===== src/rtl/mux_gain_seq_pkg.sv =====
// Shared widths and entry type for the scan sequencer.
// Assumes a 4-bit channel field and a 2-bit gain field per entry.
package mux_gain_seq_pkg;
    localparam int CHAN_W = 4;
    localparam int GAIN_W = 2;

    typedef struct packed {
        logic              last;
        logic [GAIN_W-1:0] gain;
        logic [CHAN_W-1:0] chan;
    } scan_entry_t;
endpackage


===== src/rtl/scan_list_store.sv =====
// Scan list storage: one register per entry, written at an index and read
// asynchronously at another. Assumes a single write port.
module scan_list_store
    import mux_gain_seq_pkg::*;
#(
    parameter int DEPTH = 16,
    localparam int IDX_W = $clog2(DEPTH)
) (
    input  logic              clk,
    input  logic              rst_n,
    input  logic              we,
    input  logic [IDX_W-1:0]  widx,
    input  scan_entry_t       wentry,
    input  logic [IDX_W-1:0]  ridx,
    output scan_entry_t       rentry
);
    scan_entry_t slots [DEPTH];

    for (genvar g = 0; g < DEPTH; g++) begin : g_slot
        // Hold one list entry; cleared on reset, replaced when its index is written.
        always_ff @(posedge clk) begin
            if (!rst_n)
                slots[g] <= '0;
            else if (we && (widx == IDX_W'(g)))
                slots[g] <= wentry;
        end
    end

    // Present the entry at the read index.
    always_comb rentry = slots[ridx];
endmodule


===== src/rtl/scan_pointer.sv =====
// List pointer shared by loading and sequencing. A load takes priority over
// an advance; an advance either steps by one (modulo depth) or wraps to 0.
module scan_pointer #(
    parameter int DEPTH = 16,
    localparam int IDX_W = $clog2(DEPTH)
) (
    input  logic             clk,
    input  logic             rst_n,
    input  logic             load,
    input  logic [IDX_W-1:0] load_val,
    input  logic             advance,
    input  logic             wrap,
    output logic [IDX_W-1:0] ptr
);
    logic [IDX_W-1:0] stepped;

    // Next index after the current one, wrapping at the list depth.
    always_comb begin
        if (ptr == IDX_W'(DEPTH - 1))
            stepped = '0;
        else
            stepped = ptr + 1'b1;
    end

    // Update the pointer on a load or a scanning advance.
    always_ff @(posedge clk) begin
        if (!rst_n)
            ptr <= '0;
        else if (load)
            ptr <= load_val;
        else if (advance)
            ptr <= wrap ? '0 : stepped;
    end
endmodule


===== src/rtl/scan_out_stage.sv =====
// Registered front-end outputs. Takes a new entry on a trigger step or a
// direct load, masks channel bit 3 in differential mode, and raises a
// one-cycle end-of-scan pulse on a step through a marked entry.
module scan_out_stage
    import mux_gain_seq_pkg::*;
(
    input  logic              clk,
    input  logic              rst_n,
    input  logic              step,
    input  scan_entry_t       step_entry,
    input  logic              direct,
    input  scan_entry_t       direct_entry,
    input  logic              diff_mode,
    output logic [CHAN_W-1:0] chan_out,
    output logic [GAIN_W-1:0] gain_out,
    output logic              eos_pulse
);
    scan_entry_t      pick;
    logic [CHAN_W-1:0] masked;

    // Choose the entry that updates the outputs this cycle.
    always_comb pick = direct ? direct_entry : step_entry;

    // Clear the top channel bit when the inputs are paired differentially.
    always_comb begin
        masked = pick.chan;
        if (diff_mode)
            masked[CHAN_W-1] = 1'b0;
    end

    // Hold channel and gain until the next update event.
    always_ff @(posedge clk) begin
        if (!rst_n) begin
            chan_out <= '0;
            gain_out <= '0;
        end else if (step || direct) begin
            chan_out <= masked;
            gain_out <= pick.gain;
        end
    end

    // Pulse end-of-scan for the cycle after a step through the final entry.
    always_ff @(posedge clk) begin
        if (!rst_n)
            eos_pulse <= 1'b0;
        else
            eos_pulse <= step && step_entry.last;
    end
endmodule


===== src/rtl/mux_gain_sequencer.sv =====
// Multiplexer and gain scan sequencer top. Decodes the pointer and entry
// registers, stores the scan list and steps through it on conversion
// triggers. Assumes conv_trig is a one-cycle strobe per conversion.
module mux_gain_sequencer
    import mux_gain_seq_pkg::*;
#(
    parameter int DEPTH       = 16,
    parameter int ADDR_W      = 5,
    parameter int DATA_W      = 16,
    parameter int PTR_OFFSET  = 4,
    parameter int LIST_OFFSET = 6,
    parameter int MARK_BIT    = 4,
    parameter int GAIN_LSB    = 6
) (
    input  logic              clk,
    input  logic              rst_n,
    input  logic              wr_en,
    input  logic [ADDR_W-1:0] wr_addr,
    input  logic [DATA_W-1:0] wr_data,
    input  logic              scan_en,
    input  logic              diff_mode,
    input  logic              conv_trig,
    output logic [CHAN_W-1:0] chan_out,
    output logic [GAIN_W-1:0] gain_out,
    output logic              eos_pulse
);
    localparam int IDX_W = $clog2(DEPTH);

    logic             ptr_wr;
    logic             list_wr;
    logic             step;
    logic [IDX_W-1:0] ptr;
    scan_entry_t      new_entry;
    scan_entry_t      cur_entry;
    logic             unused_wr_bits;

    // Decode register writes and the scanning step; writes win over triggers.
    always_comb begin
        ptr_wr  = wr_en && (wr_addr == ADDR_W'(PTR_OFFSET));
        list_wr = wr_en && (wr_addr == ADDR_W'(LIST_OFFSET));
        step    = conv_trig && scan_en && !wr_en;
    end

    // Unpack the entry fields from the write data.
    always_comb begin
        new_entry.chan = wr_data[CHAN_W-1:0];
        new_entry.last = wr_data[MARK_BIT];
        new_entry.gain = wr_data[GAIN_LSB +: GAIN_W];
    end

    assign unused_wr_bits = ^wr_data;

    scan_list_store #(.DEPTH(DEPTH)) u_store (
        .clk    (clk),
        .rst_n  (rst_n),
        .we     (list_wr),
        .widx   (ptr),
        .wentry (new_entry),
        .ridx   (ptr),
        .rentry (cur_entry)
    );

    scan_pointer #(.DEPTH(DEPTH)) u_ptr (
        .clk      (clk),
        .rst_n    (rst_n),
        .load     (ptr_wr),
        .load_val (wr_data[IDX_W-1:0]),
        .advance  (step),
        .wrap     (cur_entry.last),
        .ptr      (ptr)
    );

    scan_out_stage u_out (
        .clk          (clk),
        .rst_n        (rst_n),
        .step         (step),
        .step_entry   (cur_entry),
        .direct       (list_wr && !scan_en),
        .direct_entry (new_entry),
        .diff_mode    (diff_mode),
        .chan_out     (chan_out),
        .gain_out     (gain_out),
        .eos_pulse    (eos_pulse)
    );
endmodule


===== config.mk =====
export PLATFORM = sky130hd
export DESIGN_NAME = mux_gain_sequencer
export DESIGN_NICKNAME = d
export VERILOG_FILES = /design/src/rtl/mux_gain_seq_pkg.sv /design/src/rtl/scan_list_store.sv /design/src/rtl/scan_pointer.sv /design/src/rtl/scan_out_stage.sv /design/src/rtl/mux_gain_sequencer.sv
export SDC_FILE = /design/constraint.sdc
export NUM_CORES = 1
export LEC_CHECK = 0
export BUFFER_PORTS_ARGS = -buffer_cell sky130_fd_sc_hd__buf_2
export CAP_MARGIN = 25
export CORE_UTILIZATION = 50
export DETAILED_ROUTE_END_ITERATION = 8
export GPL_TIMING_DRIVEN = 0
export HOLD_SLACK_MARGIN = 0.05
export PLACE_DENSITY = 0.67
export SLEW_MARGIN = 40
export SYNTH_ARGS = -nofsm -noshare
export SYNTH_HDL_FRONTEND = slang
export SYNTH_SLANG_ARGS = --single-unit

===== constraint.sdc =====
create_clock -name clk -period 2.6 [get_ports clk]
set_input_delay 0 -clock clk [delete_from_list [all_inputs] [get_ports clk]]
set_output_delay 0 -clock clk [all_outputs]
set_load 0.1 [all_outputs]

* Yosys cells after proc, flatten, opt, wreduce, memory -nomap -nowiden
Memory sizes are Yosys's and may differ from the RTL's. A register that Yosys moved wholly into a read port is not among the register bits. Cells that the tools add are included.
Word-level totals: register bits 11, RAM bits 112, bits of input ports 27, output and inout bits 7, word-level logic and storage cells 139, memories 1
Memory list:
- u_store.slots | words 16, bits a word 7, read ports 1, clocked after memory_dff 1, write ports 16, line scan_list_store.sv:17 | scan_entry_t slots [DEPTH];
Cells by class: add/sub/neg operators 1, equal/unequal tests 17, mux-type cells 73, bitwise gates (word level) 16, reduce and logical (&&, ||, !) cells 27
Operator list (number):
- $mux W7 | 16
- $mux W1 | 50
- $eq A4 B4 Y1 const B | 8
- $mux W4 | 6
- $logic_and A1 B1 Y1 | 22
- $eq A4 B3 Y1 const B | 4
- $or A1 B1 Y1 | 16
- $eq A5 B3 Y1 const B | 2
- $eq A4 B2 Y1 const B | 2
- $mux W6 | 1
- $add A4 B1 Y4 const B | 1
- $eq A4 B1 Y1 const B | 1
- $logic_not A4 Y1 | 1
- $logic_not A1 Y1 | 2
- $reduce_bool A2 Y1 | 1
- $logic_or A1 B1 Y1 | 1

* Longest topological paths before layout
Gate-level depths: netlist (run 1).
depth in word-level cells 7, gate-level depth with buffers 6, gate-level depth less buffers 5

* Cells and area by module
From an unflattened synthesis (run 1), not the netlist that was laid out.
Unflattened totals: cells, all modules 406, area, all modules 5855.6 um^2
By module, submodules not included:
- scan_list_store | instances 1, cells an instance 339, area each 5245.0 um^2, sequential area each 3363.2 um^2
- scan_out_stage | instances 1, cells an instance 31, area each 309.0 um^2, sequential area each 140.1 um^2
- scan_pointer | instances 1, cells an instance 29, area each 254.0 um^2, sequential area each 80.1 um^2
- mux_gain_sequencer | instances 1, cells an instance 7, area each 47.5 um^2, sequential area each 0.0 um^2

* Least setup slack after synthesis (run 1)
OpenSTA, ideal clock, no wires.
path type flip-flop to flip-flop, from reg u_ptr.ptr[0], to mem u_store.slots[6][0] (netlist name), enable pin, library setup time 381 ps, data arrival time 1545 ps, required time 2219 ps, setup slack 675 ps, cell stages (with the launch flop) 6, path buffers 1, period minus slack after synthesis 1925 ps, path through dfxtp_1 > inv_1 > ha_1 > nand4_1 > clkbuf_1 > o21ai_0
RTL lines:
- start: declaration | line scan_pointer.sv:13 | output logic [IDX_W-1:0] ptr
- start signal: assignment | line scan_pointer.sv:30 | ptr <= load_val;
- start signal: assignment | line scan_pointer.sv:32 | ptr <= wrap ? '0 : stepped;
- end: declaration | line scan_list_store.sv:17

==> results of run 1 <==
-- tightest hold or removal path, cell delays in order --
cell	delay (ns)
buf_2	0.08
inv_1	0.11
nor3_1	0.20
-- routing by layer --
| metal | vias to the layer above | wire length, um | track usage, % |
|---|---|---|---|
| met5 | - | 0 | 0 |
| met3 | 28 | 1680 | 8.11 |
| li1 | 1761 | - | - |
| met2 | 249 | 7250 | 41.5 |
| met1 | 2048 | 6120 | 36.2 |
| met4 | 0 | 457 | 11.7 |
-- state kept, by name (all words and copies together) (netlist names), named ones only --
signal and flops:
u_out.chan_out 4, u_out.eos_pulse 1, u_out.gain_out 2, u_ptr.ptr 4, u_store.slots 112
-- logic make-up (layout without fill, tap and decap cells) --
logic type	after synthesis	after routing	synth area share, %
AO/OA/AOI/OAI	35	35	3.69
flip-flops	127	127	62.4
multiplexers	56	56	15.3
XOR/XNOR	1	1	0.149
buffers and inverters	56	115	3.94
AND/OR/NAND/NOR	151	151	13.6
adder cells (fa/ha/maj)	4	4	0.852
-- cell usage after synthesis, types with 2 or more instances --
master / count / area share [%]
nor3_1: 113 / 9.6
edfxtp_1: 112 / 57
clkbuf_1: 32 / 2.0
mux2i_1: 27 / 4.6
mux4_2: 27 / 10
o21ai_0: 17 / 1.4
dfxtp_1: 15 / 5.1
nand2_1: 11 / 0.70
buf_2: 8 / 0.68
o22ai_1: 7 / 0.75
a21o_1: 6 / 0.77
clkinv_1: 6 / 0.38
ha_1: 4 / 0.85
inv_1: 4 / 0.26
nand3_1: 4 / 0.34
nand4_1: 4 / 0.43
or2_2: 4 / 0.43
buf_1: 3 / 0.19
buf_4: 3 / 0.38
nand2b_1: 3 / 0.32
nor2_1: 3 / 0.19
mux2_2: 2 / 0.38
nand3b_1: 2 / 0.26
o2bb2ai_1: 2 / 0.30
-- per-stage QoR --
step	setup slack [ns]	cells	total power, uW	hold slack (ns)
2_1_floorplan	0.675	430	2520	0.180
3_3_place_gp	-0.0873	596	2620	0.280
3_5_place_dp	0.187	596	2620	0.283
4_1_cts	0.162	632	4980	0.0978
5_1_grt	0.0294	632	5080	0.110
6_report	0.129	632	4970	0.113
-- worst max path at each step --
stage | slack, ns | startpoint | endpoint | cells after the start
floorplan | 0.67 | u_ptr.ptr[0] | u_store.slots[6][0] | 5
global placement | -0.09 | u_ptr.ptr[0] | u_store.slots[3][4] | 4
detailed placement | 0.19 | flop | u_out.chan_out[2] | 6
CTS | 0.16 | flop | u_out.chan_out[3] | 6
global route | 0.03 | u_ptr.ptr[0] | u_store.slots[7][0] | 4
finish | 0.13 | flop | u_out.chan_out[2] | 6
-- power by group --
group / internal, uW / switching [uW]
Combinational: 93.0 / 201
Sequential: 2280 / 20.3
Clock: 1530 / 847
-- repair_timing --
| action | 4_1_cts | 5_1_grt |
|---|---|---|
| hold buffers | 4 | 0 |
| endpoints found under the hold margin | 5 | 0 |
| gates resized for setup | 0 | 1 |
| setup endpoints to repair | 0 | 7 |
-- layout make-up --
class	count	area, um^2
Multi-Input combinational cell	247	1980
Timing Repair Buffer	27	155
Buffer	46	194
Inverter	10	37.5
Tap cell	143	179
Clock inverter	10	108
Fill cell	913	4600
Sequential cell	127	3660
Clock buffer	22	495
==> out/results.ini, run 1 <==
[worst_hold_path]
min_from=wr_data[4]
hold_path_class=input pin to flop
whs_endpoint=u_store.slots[4][6]
hold_depth=3

[global_routing]
antenna_found_initial=0
grt_max_degree=17
overflow=0
grt_pass1_vias=3829
track_usage_pct=27.2
grt_pass1_wl_um=22600

[floorplan]
die_x_um=110
dieArea_um2=12200
ios=34
core_area_um2=11400
start_util_pct=51.4
fp.dieH_um=110
row_count=39

[yosys]
syn-num-nets=461
synth_cells=430
synth_edf_count=112
netlist_area_um2=5870
synth_warnings=0
synth.avg_cell_area_um2=13.7
yosysSeqAreaShare_pct=62.4
ys_types=35
synth_ff_type=edfxtp_1
synth_seq_cells=127
postSynth.asyncResetShare_pct=0

[sta]
fmax_ghz=0.405
fin_skew_ns=0.00991
maxSlewHeadroom_pct=41.1
worst_pin_slew_ns=0.878
drv_slew=0
period_share_pct=95.0
rsz0062_at_grt=false
finalSetupViolations=0
tns_ns=0
period_needed_ns=2.47
hold_viol=0

[layout]
diodes=0
final_common_cell=nor3_1
final_area_um2=6820
post-route-util_pct=59.7
nets=507
drive_above_1_share_pct=21.3
final_cell_mix=nor3_1 (113), edfxtp_1 (112), clkbuf_1 (33), buf_2 (31)
syn_to_final_growth_pct=16.1

[power]
irDropWorstVdd_mv=0.431
leakagePower_uw=0.00229
p_per_area_nw_per_um2=730

[drt]
routed_via_density=6.47
wl_per_cell_um=24.5
vias=4086
dr.pass1.iters=5
drtAntennaViolNets=0
drcViolationCount=0
drt_iter0_markers=484
wl_um=15500

[clocking]
clk_pin_slew_ns=0.06
cts_tree=done
cts_setup_buffers=0
cts_inserted_buffers=17
cts_max_level=4
cts_root_buf=clkbuf_16
cts.path.max_buffers=2
clock_latency_ns=0.42
cts_sinks=127

[placed_design]
hpwl_um=10400
port_buffers=23
place_area_um2=6170
gp_congestion=0.906

[worst_setup_path]
crit_buf_inv=2
r2r_end=u_out.chan_out[2]
start_kind=flop
crit_family=buffers and inverters
critPathMaxFanout=10
cpPeakStageDelay_ns=0.69
rr_worst_depth=6
arrival_ns=2.79
ff2ff_setup_slack_ns=0.13
cp_cell_sequence=buf_4 -> buf_1 -> mux4_2 -> mux2i_1 -> o22ai_1 -> a21o_1
slowest_stage=buf_1
required_ns=2.92
endpoint_kind=flop
worstSetupPathType=flop to flop

[status]
status=finished clean

[run]
max_cap_violations=0

Note: power is estimated with default switching activity, not from simulation.
==> inputs of run 2 (changes only) <==
- CORE_MARGIN: unset -> 1.5
- CORE_UTILIZATION: 50 -> 61
- GPL_TIMING_DRIVEN: 0 -> unset
- PLACE_DENSITY: 0.67 -> 0.8
==> run 2 against run 1 <==
Flip-flop and latch count is the same; clock skew up 0.0028 ns; setup slack lost 0.045 ns; first-iteration DRC count fell by 12%; sequential power about the same; non-clock buffer count shrank 14; total power up 1.0%; fmax is 1.8% lower; critical path depth stayed put; critical path type unchanged; largest cell class unchanged; highest routed layer unchanged.
==> out/results.ini, run 2 (same netlist as run 1, synthesis figures left out) <==
[clocking]
cts_root_buf=clkbuf_8
cts.path.max_buffers=2  ; unchanged
cts_sinks=127  ; unchanged
clock_latency_ns=0.53  ; +0.11 ns
cts_tree=done
cts_inserted_buffers=17  ; unchanged
clk_pin_slew_ns=0.06  ; about the same
cts_max_level=4  ; unchanged
cts_setup_buffers=0  ; unchanged

[floorplan]
core_area_um2=9280  ; -19%
fp.dieH_um=101  ; -8.4%
dieArea_um2=10200  ; -16%
row_count=35  ; -10%
ios=34  ; unchanged
die_x_um=101  ; -8.4%
start_util_pct=63.2  ; +12 points

[power]
clkPwrFrac_pct=48.2  ; +0.3 points
power_switching_uw=1170  ; +9.4%
finalPower_uw=5020  ; +1.0%
seqPwrFrac_pct=45.9  ; -0.3 points
irDropWorstVdd_mv=0.519  ; +20%
p_per_area_nw_per_um2=730  ; about the same
leakagePower_uw=0.00234  ; +2.3%
cell_internal_pwr_uw=3860  ; -1.3%
p_comb_share_pct=5.9  ; about the same
sw_frac_of_total_pct=23.3  ; +1.8 points

[worst_setup_path]
start_kind=flop
endpoint_kind=flop
worstSetupPathType=flop to flop
arrival_ns=2.91  ; +0.12 ns
required_ns=3.00  ; +0.08 ns
critPathMaxFanout=29  ; +19

[layout]
nets=493  ; -2.8%
final_common_cell=nor3_1
drive_above_1_share_pct=25.5  ; +4.2 points
largest_reg_flops=112  ; unchanged
largest_registers=u_store.slots: 112 flops, u_out.chan_out: 4 flops, u_ptr.ptr: 4 flops
fillers=604  ; -34%
regMostFlops=u_store.slots
post-route-util_pct=74.1  ; +14 points
final_area_um2=6880  ; +0.92%
syn_to_final_growth_pct=17.2
instances_no_fill=604  ; -4.4%
final_cell_mix=nor3_1 (113), edfxtp_1 (112), mux2i_1 (27), mux4_2 (27), buf_2 (24)
diodes=0  ; unchanged

[placed_design]
place_area_um2=6180  ; +0.24%
hpwl_um=8940  ; -14%
gp_congestion=0.936  ; +3.2%
port_buffers=24  ; +4.3%
place_inst=563  ; -5.5%

[global_routing]
antenna_found_initial=0  ; unchanged
overflow=0  ; unchanged
track_usage_pct=31.4  ; +4.2 points
grt_max_degree=33  ; +16
grt_pass1_vias=4067  ; +6.2%
grt_pass1_wl_um=22700  ; +0.49%

[drt]
dr.pass1.iters=5  ; unchanged
wl_per_cell_um=24.3  ; -1.1%
drtAntennaViolNets=0  ; unchanged
drt_iter0_markers=426  ; -12%
routed_via_density=6.66  ; +3.0%
wl_um=14700  ; -5.5%
vias=4023  ; -1.5%
drcViolationCount=0  ; unchanged

[sta]
maxSlewHeadroom_pct=45.7  ; +4.6 points
fmax_ghz=0.398  ; -1.8%
rsz0062_at_grt=false
period_needed_ns=2.52  ; +0.0447 ns
period_share_pct=96.7  ; +1.7 points
finalSetupViolations=0  ; unchanged
tns_ns=0  ; unchanged
drv_slew=0  ; unchanged
fin_skew_ns=0.0127  ; +0.00276 ns
worst_pin_slew_ns=0.809  ; -0.0690 ns
hold_viol=0  ; unchanged

[status]
status=finished clean

[worst_hold_path]
hold_path_class=input pin to flop

[run]
max_cap_violations=0  ; unchanged

-- run 2: cell types whose count changed in the layout (fill, tap and decap cells not counted), sizes merged --
cell / before / now
clkbuf: 54 / 17
buf: 37 / 50
dlygate4sd3: 4 / 9
inv: 4 / 7
bufinv: 2 / 3
clkinvlp: 3 / 4
-- run 2: power groups by stage --
stage	Clock (uW)	Combinational [uW]	Sequential, uW
after CTS	2420	290	2310
after detailed placement	0	279	2350
after floorplan	0	165	2350
after global placement	0	272	2340
final	2420	295	2310
after global routing	2500	310	2310
-- run 2: critical path, stage by stage (launching register included) --
cell,delay (ns)
dfxtp_1,0.33
buf_6,0.31
mux2i_1,0.15
mux4_2,0.55
a22oi_2,0.29
o22ai_1,0.14
dlygate4sd3_1,0.61
-- run 2: layer usage --
metal | global-route usage (%) | wire, um
met4 | 16.5 | 619
met2 | 50.6 | 7340
met1 | 39.9 | 5320
met5 | 0 | 0
met3 | 7.56 | 1370
-- run 2: worst paths after layout --
kind                          to  slack, ns  cells after the start         startpoint
min          u_store.slots[8][4]       0.14                      4         wr_addr[1]
max                         flop       0.08                      6               flop
min reg2reg    u_out.gain_out[1]       0.62                      3  u_out.gain_out[1]
max reg2reg                 flop       0.08                      6               flop
-- run 2: layout make-up --
type,count,area (um^2),area share (%)
sequential,127,3670,53.3
multi-input combinational,247,1980,28.7
timing repair buffer,59,434,6.31
clock buffer,17,414,6.02
clock inverter,15,186,2.71
tap,129,161,2.35
inverter,10,37.5,0.546
-- run 2: what timing repair did --
action | 4_1_cts | 5_1_grt
setup endpoints to repair | 0 | 3
hold buffers | 9 | 0
gates resized for setup | 0 | 2
hold endpoints to repair | 10 | 0
-- run 2: through the flow --
stage	hold WS, ns	setup slack, ns
finish	0.144	0.0847
global route	0.152	0.0396
CTS	0.118	0.0287
detailed placement	0.288	0.531
global placement	0.277	0.433
floorplan	0.180	0.675
==> inputs of run 3 (changes only) <==
- CORE_UTILIZATION: 61 -> 44
- PLACE_DENSITY: 0.8 -> unset
==> run 3 against run 2 <==
Die area is 37% higher; worst hold slack better by 0.049 ns; sequential power about the same; total power fell by 1.7%; fmax increased by 4.5%; first-iteration DRC count down 15%; largest cell class unchanged.
==> out/results.ini, run 3 (same netlist as run 1, synthesis figures left out) <==
[floorplan]
ios=34  ; unchanged
die_x_um=119  ; +17%
start_util_pct=44.7  ; -19 points
fp.dieH_um=119  ; +17%
row_count=42  ; +20%
core_area_um2=13100  ; +42%
dieArea_um2=14000  ; +37%

[power]
p_comb_share_pct=5.7  ; -0.2 points
cell_internal_pwr_uw=3900  ; +1.1%
leakagePower_uw=0.00232  ; -0.83%
irDropWorstVdd_mv=0.429  ; -17%
seqPwrFrac_pct=46.6  ; +0.7 points
sw_frac_of_total_pct=21.1  ; -2.2 points
power_switching_uw=1040  ; -11%
clkPwrFrac_pct=47.7  ; -0.5 points
p_per_area_nw_per_um2=718  ; -1.6%
finalPower_uw=4940  ; -1.7%

[sta]
tns_ns=0  ; unchanged
period_needed_ns=2.41  ; -0.108 ns
maxSlewHeadroom_pct=48.2  ; +2.5 points
hold_viol=0  ; unchanged
fin_skew_ns=0.00884  ; -0.00383 ns
fmax_ghz=0.415  ; +4.5%
drv_slew=0  ; unchanged
finalSetupViolations=0  ; unchanged
period_share_pct=92.6  ; -4.2 points
worst_pin_slew_ns=0.776  ; -0.0336 ns
rsz0062_at_grt=false

[drt]
wl_um=14100  ; -3.8%
drt_iter0_markers=360  ; -15%
wl_per_cell_um=21.8  ; -10%
drtAntennaViolNets=0  ; unchanged
dr.pass1.iters=5  ; unchanged
routed_via_density=5.87  ; -12%
drcViolationCount=0  ; unchanged
vias=3794  ; -5.7%

[clocking]
cts.path.max_buffers=2  ; unchanged
cts_inserted_buffers=17  ; unchanged
clk_pin_slew_ns=0.06  ; about the same
cts_tree=done
cts_max_level=4  ; unchanged
cts_setup_buffers=0  ; unchanged
cts_root_buf=clkbuf_16
clock_latency_ns=0.41  ; -0.12 ns
cts_sinks=127  ; unchanged

[layout]
seq_area_um2=3670  ; about the same
largest_reg_flops=112  ; unchanged
final_cell_mix=nor3_1 (113), edfxtp_1 (112), mux2i_1 (27), mux4_2 (27), buf_2 (24)
largest_registers=u_store.slots: 112 flops, u_out.chan_out: 4 flops, u_ptr.ptr: 4 flops
fillers=1132  ; +87%
final_area_um2=6880  ; about the same
diodes=0  ; unchanged
drive_above_1_share_pct=24.7  ; -0.79 points
syn_to_final_growth_pct=17.1  ; about the same
final_common_cell=nor3_1
multi_input_area_um2=1980  ; unchanged
nets=488  ; -1.0%
instances_no_fill=646  ; +7.0%
regMostFlops=u_store.slots

[global_routing]
track_usage_pct=21.4  ; -10 points
met1_usage_pct=29.0  ; -11 points
use_met3_pct=4.01  ; -3.6 points
grt_pass1_wl_um=22100  ; -2.9%
grt_max_degree=30  ; -9.1%
overflow=0  ; unchanged
antenna_found_initial=0  ; unchanged
top_usage_layer=met2
grt_pass1_vias=3891  ; -4.3%
met2_usage_pct=35.1  ; -16 points

[worst_setup_path]
required_ns=2.89  ; -0.11 ns
rr_worst_depth=5  ; -1
worstSetupPathType=flop to flop
critPathMaxFanout=11  ; -62%
endpoint_kind=flop
arrival_ns=2.70  ; -0.21 ns
start_kind=flop

[placed_design]
place_inst=608  ; +8.0%
port_buffers=24  ; unchanged
hpwl_um=8890  ; -0.54%
place_area_um2=6220  ; +0.71%
gp_congestion=0.815  ; -13%

[status]
status=finished clean

[worst_hold_path]
hold_depth=3  ; -1
hold_path_class=input pin to flop

[run]
max_cap_violations=0  ; unchanged

-- run 3: changes by cell type in the layout (fill, tap and decap cells not counted), sizes merged --
cell	delta
clkinv	+1
clkinvlp	-1
buf	-2
clkbuf	+3
inv	-3
dlygate4sd3	-3
-- run 3: layout make-up --
class                      count  area share (%)
multi-input combinational    247            28.7
clock buffer                  20            6.50
clock inverter                12            2.07
tap                          176            3.20
sequential                   127            53.3
timing repair buffer          54            5.60
inverter                      10           0.546
-- run 3: worst max-delay path, cell delays in order (launching register included) --
cell	delay, ns
dfxtp_4	0.49
mux4_2	0.56
mux4_2	0.49
nand4b_1	0.11
o21ai_1	0.06
dlygate4sd3_1	0.56
-- run 3: metrics by stage --
stage	setup WS (ns)	utilization, %	hold WS [ns]
floorplan	0.675	-	0.180
global placement	0.341	47.4	0.285
detailed placement	0.505	47.4	0.283
CTS	0.0464	52.3	0.174
global route	0.116	52.3	0.222
finish	0.193	52.3	0.192
-- run 3: power by group through the flow --
| stage | Combinational (uW) | Sequential, uW | Clock [uW] |
|---|---|---|---|
| after floorplan | 165 | 2350 | 0 |
| after global placement | 274 | 2340 | 0 |
| after detailed placement | 277 | 2350 | 0 |
| after CTS | 283 | 2310 | 2390 |
| after global routing | 301 | 2310 | 2460 |
| final | 281 | 2300 | 2360 |
-- run 3: repair_timing --
action	4_1_cts	5_1_grt
setup endpoints to repair	0	1
hold buffers	6	0
resized for setup	0	1
endpoints found under the hold margin	9	0
-- run 3: per-layer routing --
metal  vias up  part of all wire (%)
li1       1718                     -
met1      1891                    41
met2       166                    50
met3        19                   7.5
met4         0                   1.5
met5         -                     0
-- run 3: final timing paths --
kind | slack [ns] | from | to
min reg2reg | 0.62 | u_out.gain_out[1] | u_out.gain_out[1]
min | 0.19 | conv_trig | u_out.eos_pulse
max reg2reg | 0.19 | flop | u_out.chan_out[3]
max | 0.19 | flop | u_out.chan_out[3]
